<file path="config.mk">
export PLATFORM = sky130hd
export DESIGN_NAME = out_round_limit
export DESIGN_NICKNAME = d
export VERILOG_FILES = /design/src/rtl/out_round_limit.sv
export SDC_FILE = /design/constraint.sdc
export NUM_CORES = 1
export LEC_CHECK = 0
export CAP_MARGIN = 15
export CORE_MARGIN = 8
export CORE_UTILIZATION = 44
export CTS_CLUSTER_DIAMETER = 80
export CTS_CLUSTER_SIZE = 16
export DETAILED_ROUTE_END_ITERATION = 12
export PLACE_DENSITY = 0.71
export SYNTH_ARGS = -nofsm -noshare
export SYNTH_HDL_FRONTEND = slang
export SYNTH_SLANG_ARGS = --single-unit
</file>
<file path="constraint.sdc">
create_clock -name clk -period 13.87 [get_ports clk]
set_input_delay 2.774 -clock clk [delete_from_list [all_inputs] [get_ports clk]]
set_output_delay 2.774 -clock clk [all_outputs]
set_load 0.01 [all_outputs]
</file>
<file path="src/rtl/out_round_limit.sv">
module out_round_limit #(
  parameter int IN_W  = 24,
  parameter int OUT_W = 16,
  parameter int SEL_W = 3,
  parameter int LOW_U = 4
) (
  input  logic             clk,
  input  logic             rst,
  input  logic             in_valid,
  input  logic [IN_W-1:0]  in_data,
  input  logic [SEL_W-1:0] rnd_sel,
  input  logic             twos_fmt,
  input  logic             half_gain,
  output logic             out_valid,
  output logic [OUT_W-1:0] out_word,
  output logic             limit
);
  localparam int LOW_H = LOW_U + 1;
  localparam int SUM_W = IN_W + 1;
  localparam int TOP_W = SUM_W - OUT_W + 1;
  localparam int SH_W  = $clog2(SUM_W + 1);

  initial begin
    if (LOW_U < 1 || LOW_H + OUT_W > IN_W || (1 << SEL_W) > OUT_W)
      $error("out_round_limit: parameter set leaves no room for the window");
  end

  logic [SH_W-1:0]         low_pos;
  logic [SH_W-1:0]         inc_pos;
  logic signed [SUM_W-1:0] ext;
  logic signed [SUM_W-1:0] inc;
  logic signed [SUM_W-1:0] sum;
  logic signed [SUM_W-1:0] scaled;
  logic [TOP_W-1:0]        top;
  logic                    ovf;
  logic [OUT_W-1:0]        keep_mask;
  logic [OUT_W-1:0]        sat_code;
  logic [OUT_W-1:0]        tc_word;
  logic [OUT_W-1:0]        fmt_word;

  assign low_pos = half_gain ? SH_W'(LOW_H) : SH_W'(LOW_U);
  assign inc_pos = low_pos + SH_W'(rnd_sel) - SH_W'(1);
  assign ext     = signed'({in_data[IN_W-1], in_data});
  assign inc     = signed'(SUM_W'(1) << inc_pos);
  assign sum     = ext + inc;
  assign scaled  = sum >>> low_pos;
  assign top     = scaled[SUM_W-1:OUT_W-1];
  assign ovf     = !((&top) || (~|top));

  assign keep_mask = ~((OUT_W'(1) << rnd_sel) - OUT_W'(1));
  assign sat_code  = sum[SUM_W-1] ? {1'b1, {(OUT_W-1){1'b0}}}
                                  : {1'b0, {(OUT_W-1){1'b1}}};
  assign tc_word   = ovf ? sat_code : (scaled[OUT_W-1:0] & keep_mask);
  assign fmt_word  = {tc_word[OUT_W-1] ^ ~twos_fmt, tc_word[OUT_W-2:0]};

  always_ff @(posedge clk) begin
    if (rst) begin
      out_valid <= 1'b0;
      out_word  <= '0;
      limit     <= 1'b0;
    end else begin
      out_valid <= in_valid;
      if (in_valid) begin
        out_word <= fmt_word;
        limit    <= ovf;
      end
    end
  end
endmodule


</file>
==> impl_metrics.json, run 1 <==
{
  "multi_input_area_um2": 1712,
  "synthFlopType": "dfxtp_1",
  "cts.sinks": 18,
  "worst_setup_path_start_kind": "input port",
  "cts_root_buf": "clkbuf_8",
  "startpoint": "half_gain",
  "synth_fa_ha_area_share_pct": 10.86,
  "syn_area_um2": 2188,
  "post_cts_buffers": 0,
  "post-route-period-util_pct": 56.84,
  "drt-total-wl_um": 5898,
  "period_needed_ns": 7.883,
  "fmax_mhz": 126.9,
  "finalSetupViolations": 0,
  "synth_cell_types": 56,
  "clock_latency_ns": 0.25,
  "synth-edff-count": 0,
  "syn_avg_cell_area_um2": 7.222,
  "port_buffers": 49,
  "async_flop_share_pct": 0,
  "die_area_um2": 7487,
  "die_height_um": 86.53,
  "synth-seq-cells": 18,
  "critPathArrivalTime_ns": 8.04,
  "ir_drop_mv": 0.03268,
  "place.gp.congestion": 0.9673,
  "timing.hold.ws_ns": 0.4844,
  "grt_util_met1_pct": 18.40,
  "synth_top_family_by_area": "compound AO/OA/AOI/OAI gates",
  "rr_endpoint": "out_word[4]",
  "grt_pass1_wl_um": 9839,
  "ys_warn_count": 0,
  "tightest_slew_ns": 0.9781,
  "slew-limit-headroom_pct": 34.40,
  "hp-class": "flop to flop",
  "drc": 0,
  "cap_viol_max_count": 0,
  "areaGrowthSynthToFinish_pct": 25.21,
  "placed_area_um2": 2699,
  "top_usage_layer": "met2",
  "grt_util_met2_pct": 28.06,
  "p_switching_uw": 64.86,
  "cp.required_ns": 14.03,
  "gr-usage-all-layers_pct": 15.64,
  "rr_worst_depth": 6,
  "final_layout_size_suffix_gt1_share_pct": 4.692,
  "status": "finished clean",
  "via_count": 2300,
  "p_comb_share_pct": 48.2,
  "internal_power_uw": 116.3,
  "start_util_pct": 46.03,
  "powerDensity_nw_per_um2": 66.10,
  "synth_mux_area_share_pct": 3.145,
  "r2r_start": "out_word[4]",
  "rows": 25,
  "mostFrequentLayoutCells": "49 x clkdlybuf4s50_1, 39 x nor2_1, 25 x nand2_1, 25 x a21oi_1, 19 x ha_1",
  "nets": 394,
  "hold_viol": 0,
  "drt_pass1_iterations": 5,
  "postRouteAntennaNets": 0,
  "power_uw": 181.1,
  "synth-xor-area-share_pct": 6.404,
  "grt_remaining_overflow": 0,
  "pin_count": 50,
  "vias_per_cell": 5.637,
  "rrSetupSlack_ns": 12.61,
  "clockBufferDepth": 2,
  "drv_slew": 0,
  "antenna_found_initial": 0,
  "cts_hold_buf": 0,
  "synth_compound_area_share_pct": 28.87,
  "final_common_cell": "clkdlybuf4s50_1",
  "crit_type": "input port to flop",
  "synth-simple-area-share_pct": 28.24,
  "fillers": 480,
  "finalInstanceArea_um2": 2740,
  "core_area_um2": 4755,
  "p_leak_uw": 0.001087,
  "htreeDepth": 1,
  "clk_pin_slew_ns": 0.06,
  "p_seq_share_pct": 32.3,
  "avgRoutedWirePerCell_um": 14.46,
  "grt_pass1_vias": 2231,
  "endpoint": "out_word[13]",
  "die_x_um": 86.53,
  "fin_skew_ns": 0,
  "dp_hpwl_um": 4800,
  "syn_inst": 303,
  "ctsResizeCount": 0,
  "cts_tree": "done",
  "use_met3_pct": 2.647,
  "rsz0062_at_grt": "false",
  "tns_ns": 0,
  "grt_start_max_net_pins": 22,
  "end_kind": "flop",
  "drtIter0Drc": 90,
  "clkPwrFrac_pct": 19.5,
  "diodes": 0,
  "swShare_pct": 35.81,
  "seqCellArea_um2": 360.3,
  "seq_area_frac_synth_pct": 16.47,
  "cts_made_buffers": 3,
  "cp_max_fo": 21
}
[cell families (layout without fill, tap and decap cells)]
kind of cell,count (synthesis),after routing
AND/OR/NAND/NOR,119,119
AO/OA/AOI/OAI,93,93
buffers and inverters,31,66
adder cells (fa/ha/maj),19,19
flip-flops,18,18
XOR/XNOR,16,16
multiplexers,6,6
other,1,4
[state kept, by name (all words and copies together) (netlist names)]
name	count
limit	1
out_valid	1
out_word	16
[metrics by stage]
stage | worst slack [ns] | utilization [%] | cells
global placement | 5.960 | 56.76 | 405
finish | 5.987 | 57.63 | 408
global route | 5.581 | 57.63 | 408
CTS | 6.051 | 57.63 | 408
detailed placement | 5.831 | 56.76 | 405
floorplan | 7.238 | - | 306
[worst min path at each step]
stage	start	endpoint	slack [ns]	cells after the start
6_report	out_word[7]	out_word[7]	0.48	2
4_1_cts	out_word[7]	out_word[7]	0.49	2
2_1_floorplan	out_word[0]	out_word[0]	0.50	2
5_1_grt	out_word[2]	out_word[2]	0.50	2
3_3_place_gp	out_word[2]	out_word[2]	0.48	2
3_5_place_dp	out_word[7]	out_word[7]	0.48	2
[synth_stat cells (all sizes together), types with 3 or more instances]
cell type  count  area (um^2)
nor3          10        50.05
clkbuf        12        45.04
o211ai         4        30.03
mux2           4        48.79
a31oi          4        25.02
nand2b         5        31.28
inv           14        52.55
nand3         16        80.08
nor2b          4        25.02
nand2         25        93.84
a21oi         26        133.9
o21ai         15        78.83
nor2          39        146.4
a211oi        19        147.6
nand4          7        43.79
xor2           7        61.31
a21o           4        30.03
nand3b         3        35.03
xnor2          9        78.83
buf            5        30.02
a41oi          3        26.28
ha            19        237.7
dfxtp         18        360.4
[worst max-delay path, cell delays in order]
cell and delay, ns:
clkdlybuf4s50_1 0.78, inv_1 0.43, ha_1 0.41, inv_1 0.17, nor3_1 0.07, a31oi_1 0.21, nor2_1 0.08, ha_1 0.38
nand2_1 0.16, nor4_4 0.28, o21ai_2 0.12, a21oi_2 0.42, a21o_1 0.23, a21oi_1 0.11, o31ai_2 0.85, o21ai_0 0.28
a211oi_1 0.29
[layer usage]
metal,up-vias,wire [um]
li1,1192,-
met1,1046,2638
met2,54,2879
met3,8,274
met4,0,106
met5,-,0
[cell type report]
type / count / share of cell area [%]
Tap cell: 67 / 3.059
Sequential cell: 18 / 13.15
Multi-Input combinational cell: 257 / 62.47
Timing Repair Buffer: 49 / 17.90
Inverter: 14 / 1.918
Clock buffer: 3 / 1.507
[power by group through the flow]
stage / registers (uW) / clock network [uW] / logic (uW)
after floorplan: 61.6 / 0 / 54.8
after global placement: 59.6 / 0 / 86.3
after detailed placement: 59.7 / 0 / 86.6
final: 58.5 / 35.4 / 87.3
after CTS: 58.5 / 36.0 / 87.0
after global routing: 58.8 / 38.2 / 96.4
Power figures use the tool's default switching activity.
==> run 2: changes to the inputs <==
==> constraint.sdc (replaced) <==
create_clock -name clk -period 8.08 [get_ports clk]
set_input_delay 1.616 -clock clk [delete_from_list [all_inputs] [get_ports clk]]
set_output_delay 1.616 -clock clk [all_outputs]
set_load 0.01 [all_outputs]
==> impl_metrics.json, run 2 (synthesized netlist as in run 1, its figures left out) <==
{
  "p_seq_share_pct": 31.1,
  "regMostFlops": "out_word",
  "final_common_cell": "clkdlybuf4s50_1",
  "p_leak_uw": 0.001099,
  "largest_reg_flops": 16,
  "cpMaxStageDelayCell": "o31ai_2",
  "dp_slack_ns": 1.421,
  "cp_max_fo": 21,
  "ir_drop_mv": 0.07157,
  "p_comb_share_pct": 46.6,
  "final_layout_size_suffix_gt1_share_pct": 5.248,
  "post-route-period-util_pct": 79.70,
  "mostFrequentLayoutCells": "49 x clkdlybuf4s50_1, 39 x nor2_1, 25 x nand2_1, 25 x a21oi_1, 19 x ha_1",
  "cts.sinks": 18,
  "drt-total-wl_um": 5828,
  "core_area_um2": 4755,
  "crit_type": "input port to flop",
  "drt_pass1_iterations": 5,
  "cap_viol_max_count": 0,
  "critPathArrivalTime_ns": 6.60,
  "clockBufferDepth": 2,
  "finalSetupViolations": 0,
  "drtIter0Drc": 104,
  "hold_viol": 0,
  "cp.required_ns": 8.24,
  "powerDensity_nw_per_um2": 116.8,
  "grt_pass1_wl_um": 9570,
  "pin_count": 50,
  "dp_hpwl_um": 4745,
  "cts_tree": "done",
  "min_path_cells": 2,
  "via_count": 2352,
  "die_area_um2": 7487,
  "drv_slew": 0,
  "place.gp.congestion": 0.9763,
  "timing.hold.ws_ns": 0.4897,
  "rsz0062_at_grt": "false",
  "setup_slack_ns": 1.640,
  "rows": 25,
  "tightest_slew_ns": 1.014,
  "fillers": 481,
  "clkPwrFrac_pct": 22.3,
  "fin_skew_ns": 0,
  "drc": 0,
  "hp-class": "flop to flop",
  "fmax_mhz": 155.3,
  "p_switching_uw": 112.6,
  "rrSetupSlack_ns": 6.79,
  "nets": 395,
  "port_buffers": 49,
  "slew-limit-headroom_pct": 31.99,
  "end_kind": "flop",
  "crit_chain": "clkdlybuf4s50_1 > inv_1 > buf_4 > ha_1 > xnor2_1 > a31oi_1 > nor2b_1 > ha_1 > nand2_1 > o22ai_1 > o21ai_2 > a21oi_2 > a21o_1 > a21oi_1 > o31ai_2 > o21ai_0 > a211oi_1",
  "top_regs": "out_word (16), limit (1), out_valid (1)",
  "cpMostUsedCell": "ha_1",
  "avgRoutedWirePerCell_um": 14.21,
  "htreeDepth": 1,
  "die_height_um": 86.53,
  "tns_ns": 0,
  "vias_per_cell": 5.737,
  "postRouteAntennaNets": 0,
  "grt_start_max_net_pins": 22,
  "gr-usage-all-layers_pct": 15.17,
  "clock_latency_ns": 0.25,
  "die_x_um": 86.53,
  "internal_power_uw": 210.0,
  "clk_pin_slew_ns": 0.07,
  "cts_hold_buf": 0,
  "antenna_found_initial": 0,
  "ctsResizeCount": 0,
  "grt_remaining_overflow": 0,
  "areaGrowthSynthToFinish_pct": 26.19,
  "diodes": 0,
  "worst_setup_path_start_kind": "input port",
  "cts_made_buffers": 3,
  "grt_pass1_vias": 2125,
  "cts_root_buf": "clkbuf_8",
  "crit_path_max_incr_delay_ns": 0.87,
  "post_cts_buffers": 0,
  "start_util_pct": 46.03,
  "status": "finished clean",
  "swShare_pct": 34.91,
  "period_needed_ns": 6.440,
  "rr_worst_depth": 6
}
[run 2: changes by cell type in the layout (fill, tap and decap cells not counted)]
cell,change
clkbuf_8,+1
buf_4,+1
[run 2: worst paths after layout]
path | startpoint | end
hold / removal | out_word[7] | out_word[7]
hold reg to reg | out_word[7] | out_word[7]
setup / recovery | half_gain | out_word[13]
setup reg to reg | out_word[4] | out_word[4]
[run 2: per-stage QoR]
step                total power [uW]  cell area [um^2]  cells  utilization, %
floorplan                      199.8              2200    306               -
global placement               250.8              2706    406           56.92
detailed placement             251.7              2706    406           56.92
CTS                            324.3              2761    410           58.08
global route                   344.0              2761    410           58.08
finish                         322.6              2761    410           58.08
[run 2: cell type report]
class / instances / area [um^2] / share of cell area (%)
clock buffers: 4 / 55.05 / 1.994
multi-input cells: 257 / 1712 / 61.98
well taps: 67 / 83.83 / 3.036
repair buffers: 50 / 498.0 / 18.03
inverters: 14 / 52.55 / 1.903
flip-flops and latches: 18 / 360.3 / 13.05
[run 2: worst max-delay path: cells and delay by family]
| family | cells | cell delay, ns |
|---|---|---|
| compound gates | 9 | 2.82 |
| xor+xnor | 1 | 0.17 |
| fa+ha+maj | 2 | 0.67 |
| buf+inv | 3 | 1.06 |
| simple gates | 2 | 0.25 |
[run 2: power groups by stage]
stage / sequential (uW) / clock (uW) / combinational, uW
after floorplan: 106 / 0 / 94.2
after global placement: 102 / 0 / 149
after detailed placement: 102 / 0 / 149
after CTS: 100 / 73.8 / 150
after global routing: 101 / 77.4 / 165
final: 100 / 72.0 / 150
[run 2: routing by layer]
layer / track usage, % / share of wire, %
met1: 17.93 / 43
met2: 28.06 / 50
met3: 3.025 / 5.8
met4: 1.565 / 0.50
met5: 0 / 0
==> run 3: changes to the inputs <==
==> constraint.sdc (replaced) <==
create_clock -name clk -period 6.5 [get_ports clk]
set_input_delay 1.3 -clock clk [delete_from_list [all_inputs] [get_ports clk]]
set_output_delay 1.3 -clock clk [all_outputs]
set_load 0.01 [all_outputs]
==> impl_metrics.json, run 3 (synthesized netlist as in run 1, its figures left out) <==
{
  "clk_pin_slew_ns": 0.06,
  "use_met3_pct": 2.930,
  "avgRoutedWirePerCell_um": 14.41,
  "r2r_start": "out_word[4]",
  "min_to": "out_word[14]",
  "rr_endpoint": "out_word[4]",
  "top_usage_layer": "met2",
  "final_layout_size_suffix_gt1_share_pct": 5.523,
  "p_leak_uw": 0.001102,
  "cts.sinks": 18,
  "largest_reg_flops": 16,
  "slew-limit-headroom_pct": 54.64,
  "die_x_um": 86.53,
  "grt_pass1_wl_um": 9846,
  "start_util_pct": 46.03,
  "min_path_cells": 2,
  "rsz0062_at_grt": "false",
  "multi_input_area_um2": 1712,
  "htreeDepth": 1,
  "diodes": 0,
  "drtIter0Drc": 92,
  "rows": 25,
  "core_area_um2": 4755,
  "nets": 397,
  "status": "finished clean",
  "pin_count": 50,
  "areaGrowthSynthToFinish_pct": 26.24,
  "ir_drop_mv": 0.09129,
  "final_cells": 411,
  "final_common_cell": "clkdlybuf4s50_1",
  "grt_util_met1_pct": 18.90,
  "crit_path_max_incr_delay_ns": 0.56,
  "placed_cells": 408,
  "crit_chain": "clkdlybuf4s50_1 > inv_1 > ha_1 > xnor2_1 > a31oi_1 > nor2b_1 > ha_1 > nand2_1 > nor4_4 > o21ai_2 > a21oi_2 > a21o_1 > a21oi_1 > or4_4 > mux2_4 > a211oi_2",
  "fillers": 491,
  "tns_ns": 0,
  "ctsResizeCount": 0,
  "cts_hold_buf": 0,
  "power_uw": 389.2,
  "grt_pass1_vias": 2178,
  "finalSetupViolations": 0,
  "period_needed_ns": 5.391,
  "drc": 0,
  "cts_made_buffers": 3,
  "top_regs": "out_word (16), limit (1), out_valid (1)",
  "postRouteAntennaNets": 0,
  "gr-usage-all-layers_pct": 15.80,
  "dp_hpwl_um": 4862,
  "clock_latency_ns": 0.25,
  "die_area_um2": 7487,
  "rrSetupSlack_ns": 5.20,
  "hold_start": "out_word[14]",
  "post_cts_buffers": 0,
  "clockBufferDepth": 2,
  "seqCellArea_um2": 360.3,
  "drt_pass1_iterations": 4,
  "fmax_mhz": 185.5,
  "grt_util_met2_pct": 28.40,
  "place.gp.congestion": 0.9421,
  "tightest_slew_ns": 0.6783,
  "antenna_found_initial": 0,
  "cpMostUsedCell": "ha_1",
  "powerDensity_nw_per_um2": 140.9,
  "grt_remaining_overflow": 0,
  "hp-class": "flop to flop",
  "critPathArrivalTime_ns": 5.55,
  "cap_viol_max_count": 0,
  "drv_slew": 0,
  "hold_viol": 0,
  "post-route-period-util_pct": 82.94,
  "die_height_um": 86.53,
  "end_kind": "flop",
  "mostFrequentLayoutCells": "49 x clkdlybuf4s50_1, 39 x nor2_1, 25 x nand2_1, 25 x a21oi_1, 19 x ha_1",
  "via_count": 2285,
  "cp_max_fo": 12,
  "rr_worst_depth": 6,
  "cts_root_buf": "clkbuf_8",
  "drt-total-wl_um": 5922,
  "fin_skew_ns": 0,
  "crit_type": "input port to flop",
  "regMostFlops": "out_word",
  "worst_setup_path_start_kind": "input port",
  "port_buffers": 49,
  "vias_per_cell": 5.560,
  "cp.required_ns": 6.66,
  "cpMaxStageDelayCell": "or4_4",
  "cts_tree": "done",
  "grt_start_max_net_pins": 21
}
[run 3: cell types whose count changed in the layout (fill, tap and decap cells not counted), sizes merged]
cell / before / now
clkbuf: 4 / 3
buf: 1 / 3
[run 3: worst max-delay path, delay by kind of cell]
kind / cells / cell delay, ns
AND/OR/NAND/NOR: 4 / 1.09
buffers and inverters: 2 / 0.68
AO/OA/AOI/OAI: 6 / 1.28
multiplexers: 1 / 0.31
XOR/XNOR: 1 / 0.18
adder cells (fa/ha/maj): 2 / 0.71
[run 3: stage by stage]
stage	hold slack, ns	utilization (%)	worst slack [ns]	instance area, um^2
floorplan	0.5050	-	1.342	2200
global placement	0.4783	57.24	0.9663	2721
detailed placement	0.4796	57.24	0.8805	2721
CTS	0.4880	58.11	1.129	2763
global route	0.5071	58.11	0.6692	2763
finish	0.4857	58.11	1.109	2763
[run 3: cell type report]
type                            instances  share of cell area [%]
Clock buffer                            3                   1.495
Timing Repair Buffer                   52                   18.57
Tap cell                               67                   3.034
Multi-Input combinational cell        257                   61.96
Inverter                               14                   1.902
Sequential cell                        18                   13.04
[run 3: how the worst max path moves through the flow]
| stage | startpoint | to | cells after the start |
|---|---|---|---|
| floorplan | half_gain | out_word[15] | 19 |
| CTS | rnd_sel[0] | out_word[15] | 16 |
| detailed placement | rnd_sel[0] | out_word[15] | 16 |
| global placement | rnd_sel[0] | out_word[15] | 17 |
| global route | rnd_sel[0] | out_word[10] | 16 |
| finish | rnd_sel[0] | out_word[15] | 16 |
[run 3: where the power goes]
part	internal [uW]	leakage, uW	total [uW]	switching [uW]
Combinational	88.3	0.000930	189	100
Sequential	120	0.000150	125	4.86
Clock	41.1	0.0000216	75.6	34.5
[run 3: per-layer routing]
layer | wire length (um) | part of all wire, % | up-vias
met4 | 42 | 0.71 | 0
met1 | 2657 | 45 | 1031
li1 | - | - | 1199
met2 | 2964 | 50 | 51
met5 | 0 | 0 | -
met3 | 258 | 4.4 | 4
